==> src/rtl/cardtrig_seq.sv <==
module cardtrig_seq #(
  parameter int NSEG = 4,
  parameter int CW   = 16,
  parameter int PW   = 8,
  localparam int IW  = (NSEG > 1) ? $clog2(NSEG) : 1
) (
  input  logic                 card_clk,
  input  logic                 rst_n,
  input  logic                 arm,
  input  logic                 io_line,
  input  logic [NSEG-1:0]      seg_kind,
  input  logic [NSEG*CW-1:0]   seg_len,
  input  logic [IW-1:0]        seg_last,
  input  logic [PW-1:0]        fire_len,
  output logic                 trig
);

  typedef enum logic [1:0] {S_IDLE, S_RUN, S_FIRE, S_DONE} st_t;
  st_t st;

  logic              io_q, io_prev;
  logic [NSEG-1:0]   kind_r;
  logic [NSEG*CW-1:0] len_r;
  logic [IW-1:0]     last_r, idx;
  logic [PW-1:0]     width_r, wcnt;
  logic [CW-1:0]     cnt;

  wire          rise    = io_q & ~io_prev;
  wire [CW-1:0] cur_len = len_r[idx*CW +: CW];
  wire          cur_cyc = kind_r[idx];
  wire          step    = cur_cyc | rise;
  wire [CW-1:0] cnt_nx  = cnt + CW'(1);
  wire          seg_end = (cur_len == '0) | (step & (cnt_nx == cur_len));
  wire          can_arm = (st == S_IDLE) | (st == S_DONE);

  always_ff @(posedge card_clk or negedge rst_n) begin
    if (!rst_n) begin
      st      <= S_IDLE;
      io_q    <= 1'b0;
      io_prev <= 1'b0;
      kind_r  <= '0;
      len_r   <= '0;
      last_r  <= '0;
      width_r <= PW'(1);
      wcnt    <= '0;
      idx     <= '0;
      cnt     <= '0;
      trig    <= 1'b0;
    end else begin
      io_q    <= io_line;
      io_prev <= io_q;
      case (st)
        S_IDLE, S_DONE: begin
          if (arm) begin
            kind_r  <= seg_kind;
            len_r   <= seg_len;
            last_r  <= seg_last;
            width_r <= (fire_len == '0) ? PW'(1) : fire_len;
            idx     <= '0;
            cnt     <= '0;
            st      <= S_RUN;
          end
        end
        S_RUN: begin
          if (seg_end) begin
            cnt <= '0;
            if (idx == last_r) begin
              st   <= S_FIRE;
              trig <= 1'b1;
              wcnt <= width_r;
            end else begin
              idx <= idx + IW'(1);
            end
          end else if (step) begin
            cnt <= cnt_nx;
          end
        end
        S_FIRE: begin
          if (wcnt == PW'(1)) begin
            trig <= 1'b0;
            st   <= S_DONE;
          end else begin
            wcnt <= wcnt - PW'(1);
          end
        end
        default: st <= S_IDLE;
      endcase
    end
  end

  // within one segment the count moves by at most one per cycle
  p_count_step_r2: assert property (@(posedge card_clk) disable iff (!rst_n)
    (st == S_RUN && $past(st) == S_RUN && $past(idx) == idx && !$past(seg_end))
      |-> (cnt == $past(cnt) || cnt == $past(cnt) + CW'(1)));

  // a cycle segment advances every clock
  p_cycle_adv_r2: assert property (@(posedge card_clk) disable iff (!rst_n)
    (st == S_RUN && $past(st) == S_RUN && $past(cur_cyc) && !$past(seg_end))
      |-> cnt == $past(cnt) + CW'(1));

  // segment index only moves forward by one
  p_order_r3: assert property (@(posedge card_clk) disable iff (!rst_n)
    (st == S_RUN && $past(st) == S_RUN) |-> (idx == $past(idx) || idx == $past(idx) + IW'(1)));

  // an empty segment is left on the next edge
  p_zero_len_r4: assert property (@(posedge card_clk) disable iff (!rst_n)
    (st == S_RUN && cur_len == '0) |=> (st == S_FIRE || idx != $past(idx)));

  // the pulse starts only out of counting and is silent when finished
  p_trig_from_run_r5: assert property (@(posedge card_clk) disable iff (!rst_n)
    $rose(trig) |-> ($past(st) == S_RUN && st == S_FIRE));
  p_quiet_done_r5: assert property (@(posedge card_clk) disable iff (!rst_n)
    (st == S_DONE) |-> !trig);

  // captured programming is frozen while busy
  p_cfg_frozen_r6: assert property (@(posedge card_clk) disable iff (!rst_n)
    (!can_arm && $past(st) != S_IDLE && $past(st) != S_DONE)
      |-> ($stable(len_r) && $stable(kind_r) && $stable(last_r) && $stable(width_r)));

endmodule

==> config.mk <==
export PLATFORM = sky130hd
export DESIGN_NAME = cardtrig_seq
export DESIGN_NICKNAME = d
export VERILOG_FILES = /design/src/rtl/cardtrig_seq.sv
export SDC_FILE = /design/constraint.sdc
export NUM_CORES = 1
export LEC_CHECK = 0
export ABC_AREA = 1
export ABC_CLOCK_PERIOD_IN_PS = 2200
export BUFFER_PORTS_ARGS = -buffer_cell sky130_fd_sc_hd__buf_2
export CAP_MARGIN = 20
export CELL_PAD_IN_SITES_DETAIL_PLACEMENT = 1
export CELL_PAD_IN_SITES_GLOBAL_PLACEMENT = 2
export CORE_MARGIN = 2
export CORE_UTILIZATION = 31
export DETAILED_ROUTE_END_ITERATION = 6
export GPL_TIMING_DRIVEN = 1
export PLACE_DENSITY_LB_ADDON = 0.1
export SYNTH_ARGS = -nofsm -noshare
export SYNTH_HDL_FRONTEND = slang
export SYNTH_SLANG_ARGS = --single-unit
==> constraint.sdc <==
create_clock -name card_clk -period 2.2 [get_ports card_clk]
set_clock_uncertainty 0.1 [all_clocks]
set_input_delay 0.22 -clock card_clk [delete_from_list [all_inputs] [get_ports card_clk]]
set_output_delay 0.22 -clock card_clk [all_outputs]
set_load 0.05 [all_outputs]
==> results_tabular.tex <==
\begin{tabular}{lr}
\hline
Metric & Value \\
\hline
\multicolumn{2}{l}{\textbf{Global route}} \\
\quad Number of antenna violations at the first check in global routing & 0 \\
\quad Gr usage total & 19.7\% \\
\quad Global-route wire length before repair & roughly 31000 um \\
\quad Sum of overflow across all layers after global routing & 0 \\
\quad Number of global-route vias before repair & 5965 \\
\quad Largest net degree at the start of global routing & 66 \\
\multicolumn{2}{l}{\textbf{Drt}} \\
\quad Number of routed nets with antenna violations & 0 \\
\quad Mean number of vias per cell & 4.66 \\
\quad Drt total wl & 19400 um \\
\quad Wire per inst & 16.3 um \\
\quad Remaining DRCs & 0 \\
\quad Via total after detailed routing & approximately 5500 \\
\quad First-pass iteration count of the detailed router & 4 \\
\quad Number of violations reported at the end of detailed-routing iteration 0 & 200 \\
\multicolumn{2}{l}{\textbf{Critical path}} \\
\quad Data required, critical path & 2350 ps \\
\quad Crit Path Class & flop to flop \\
\quad CP Data Arrival Time & 2510 ps \\
\quad Library cell appearing most often on the critical path & nand2\_1 \\
\quad Worst path max stage delay & 460 ps \\
\quad Crit end category & flop \\
\quad Count of buffering cells on the critical path with inverters included & 3 \\
\quad Crit path max-delay family & simple AND/OR/NAND/NOR gates \\
\quad Ordered cell list for the critical path & buf\_12 > buf\_8 > nand2\_1 > nand2\_1 > nand2\_1 > nand2\_2 > buf\_4 > nand3\_1 > nand2\_1 > nor2\_2 > nand3\_2 > nor2\_4 > nand2\_4 > nand2\_8 > nand3\_4 > nand2\_1 > nand2\_1 \\
\quad Crit-path max FO & 8 \\
\quad CP max-delay cell & dfrtp\_2 \\
\quad Nature of the critical path startpoint & flop \\
\multicolumn{2}{l}{\textbf{Power and ir drop}} \\
\quad Cell area power density & about 1400 nW/um\^{}2 \\
\quad Switching portion of total power & 43.2\% \\
\quad Final Total Pwr & 11.4 mW \\
\quad Internal power summed over all cells & $\sim$6.5 mW \\
\quad Peak ir drop on the vdd network & 0.000521 V \\
\quad Logic gate share of total power & between 50\% and 60\% \\
\quad Portion of total power attributed to the clock network & between 10\% and 20\% \\
\quad Lkg Pwr & 4.05 nW \\
\quad Sequential power share & 29.8\% \\
\quad Switching power & 4.93 mW \\
\multicolumn{2}{l}{\textbf{CTS}} \\
\quad CTS tree & built \\
\quad Number of buffers created by CTS & 9 \\
\quad Clk\_lat worst skew & 360 ps \\
\quad \# H-tree levels & 3 \\
\quad Root buffer cell & clkbuf\_16 \\
\quad Register clock-pin slew on the reported worst setup and hold paths & around 80 ps \\
\quad Largest buffer count on any clock path & 2 \\
\quad Count of clock tree sinks & 109 \\
\multicolumn{2}{l}{\textbf{Layout}} \\
\quad Inserted Diodes & 0 \\
\quad Share of post-route cells with drive strength above 1 & roughly a third \\
\quad Cell Count, Final, Fillers Out & between 1000 and 1500 \\
\quad Total number of nets in the final design & 1007 \\
\quad Final cell utilization of the core & 43.2\% \\
\quad Syn-to-layout area delta & 37.8\% \\
\quad Final design instance area without fill & $\sim$8300 sq um \\
\multicolumn{2}{l}{\textbf{Timing}} \\
\quad Slew @ Worst Pin & 620 ps \\
\quad Final clock period utilization by the worst path & 107\% \\
\quad Minimum clock period & 2360 ps \\
\quad Aggregate negative setup slack & -3230 ps \\
\quad Worst slew margin relative to its limit & 58.5\% \\
\quad Final-report max-slew violation count & 0 \\
\quad Final setup violation count & 29 \\
\quad Unrepaired setup endpoints after global routing & yes \\
\quad Peak clock frequency supported by timing & $\sim$420 MHz \\
\quad Final hold violation count & 1 \\
\quad Final WS setup & -163 ps \\
\quad Worst Hold Margin & -8.18 ps \\
\multicolumn{2}{l}{\textbf{Min path}} \\
\quad Path type of the worst min-delay path & primary input to flop \\
\multicolumn{2}{l}{\textbf{Logic synthesis}} \\
\quad Share of synthesized area occupied by flip-flops and latches & a little under half \\
\quad Compound-Gate Fraction of Synth Area & slightly above 6\% \\
\quad Multiplexer share of the synthesized area & 10.8\% \\
\quad Share of synthesized flip-flops with an asynchronous set or reset & 100\% \\
\quad Mean Syn Cell Area & 8.14 sq um \\
\quad Synth Register Bits & 109 \\
\quad Synth Area in Adders & 1.24\% \\
\quad Synth unique cells & 41 \\
\quad Synthesized-area fraction occupied by xor and xnor cells & under 10\% \\
\quad Post-Synthesis Net Count & $\sim$830 \\
\quad EDFF count, synth & 0 \\
\quad Synthesized area & around 6000 sq um \\
\quad Dominant register cell in the synthesized netlist & dfrtp\_1 \\
\quad Combinational family with the most area after synthesis & simple AND/OR/NAND/NOR gates \\
\quad Synth Area in Simple Gates & 28.5\% \\
\quad Count of warnings emitted by yosys & 0 \\
\quad Cells after Synth & 743 \\
\multicolumn{2}{l}{\textbf{Status}} \\
\quad Violations in the final reports & negative hold slack, negative setup slack \\
\quad Outcome & complete, but fails checks \\
\multicolumn{2}{l}{\textbf{Die}} \\
\quad Placeable Area & roughly 19000 sq um \\
\quad Width of the die & 144 um \\
\quad Num ports & 83 \\
\quad Core Rows & 51 \\
\quad Area enclosed by the die boundary & 20600 sq um \\
\quad Initial Util & a little under a third \\
\quad Die extent in y & 144 um \\
\multicolumn{2}{l}{\textbf{Placed design}} \\
\quad Port Buffers & 82 \\
\quad Routability cong. & 0.789 \\
\quad Total cell area at the placement stage & around 7000 sq um \\
\quad Detailed Place HPWL & roughly 14000 um \\
\quad Post-Place Setup Slack & -223 ps \\
\quad Number of placed instances with taps included & 1122 \\
\multicolumn{2}{l}{\textbf{Job}} \\
\quad Max cap viols & 0 \\
\hline
\end{tabular}
repair_timing:
item,CTS,global route
setup endpoints to repair,29,29
hold buffers,35,0
cloned,4,0
buffers inserted,6,6
resized for setup,48,46
pin swaps,13,17
hold endpoints to repair,60,0
worst paths after layout:
check | startpoint | end | slack [ps] | cells after the start
worst min-delay path | seg_len[33] | len_r[33] | -8 | 2
worst min register to register | io_q | io_prev | 280 | 0
max in group asynchronous | rst_n | len_r[4] | 980 | 3
worst max-delay path | idx[0] | wcnt[3] | -160 | 17
worst max register to register | idx[0] | wcnt[3] | -160 | 17
min in group asynchronous | rst_n | width_r[7] | 230 | 2
cells in the mapped netlist, drive strengths merged (5+ instances only):
| cell | n | area [sq um] |
|---|---|---|
| nand2 | 260 | 1010 |
| buf | 21 | 131 |
| nand3 | 56 | 303 |
| xnor2 | 5 | 43.8 |
| o21ai | 34 | 170 |
| nand4 | 19 | 119 |
| nor2 | 56 | 245 |
| clkbuf | 9 | 33.8 |
| a21oi | 22 | 110 |
| mux2 | 58 | 653 |
| dfrtp | 108 | 2700 |
| inv | 68 | 255 |
| ha | 6 | 75.1 |
per-layer routing:
layer / share of wire [%] / routed length, um / global-route usage, % / up-vias
li1: - / - / - / 2760
met5: 0 / 0 / 0 / -
met2: 48 / 9310 / 32.2 / 59
met3: 1.6 / 318 / 2.13 / 16
met4: 1.3 / 258 / 5.62 / 0
met1: 49 / 9530 / 27.8 / 2700
cell type report:
class                           instances  area, sq um
Inverter                               68          255
Tap cell                              265          332
Timing Repair Buffer                  193         1530
Fill cell                            2339        10900
Multi-Input combinational cell        538         3200
Sequential cell                       109         2730
Clock buffer                            9          225
Clock inverter                          7         60.1
logic make-up (layout without fill, tap and decap cells):
logic type	Yosys count	count (layout)
buf+inv	98	277
compound gates	67	67
simple gates	397	399
xor+xnor	8	8
mux	58	58
fa+ha+maj	6	6
flops	109	109
registers in the layout, indices dropped and copies added (netlist names), 2 cells and up:
register / cells
cnt: 16
idx: 2
kind_r: 4
last_r: 2
len_r: 64
st: 2
wcnt: 8
width_r: 8
placed cells by master, fill, tap and decap left out, types with 14 or more instances in the layout:
| cell | count |
|---|---|
| inv_1 | 62 |
| dlygate4sd3_1 | 35 |
| nand2_2 | 31 |
| mux2_2 | 58 |
| nand3_2 | 14 |
| nand2_1 | 218 |
| nand3_1 | 40 |
| a21oi_1 | 22 |
| buf_4 | 58 |
| dfrtp_1 | 106 |
| nand4_1 | 19 |
| buf_2 | 81 |
| nor2_1 | 41 |
| o21ai_0 | 22 |
power groups by stage:
stage	Combinational [mW]	Sequential [mW]	Clock, mW
floorplan	3.73	3.27	0
global placement	5.39	3.37	0
detailed placement	5.59	3.42	0
CTS	6.15	3.40	1.68
global route	7.12	3.53	1.74
finish	6.40	3.41	1.61
worst reg2reg max path, cell delays in order (launching register included):
cell     delay, ps
dfrtp_2        460
buf_12         160
buf_8          140
nand2_1         60
nand2_1         50
nand2_1         70
nand2_2         70
buf_4          130
nand3_1         60
nand2_1         60
nor2_2         130
nand3_2        120
nor2_4         130
nand2_4        100
nand2_8        120
nand3_4        130
nand2_1        110
nand2_1         50
Note: power is estimated with default switching activity, not from simulation.
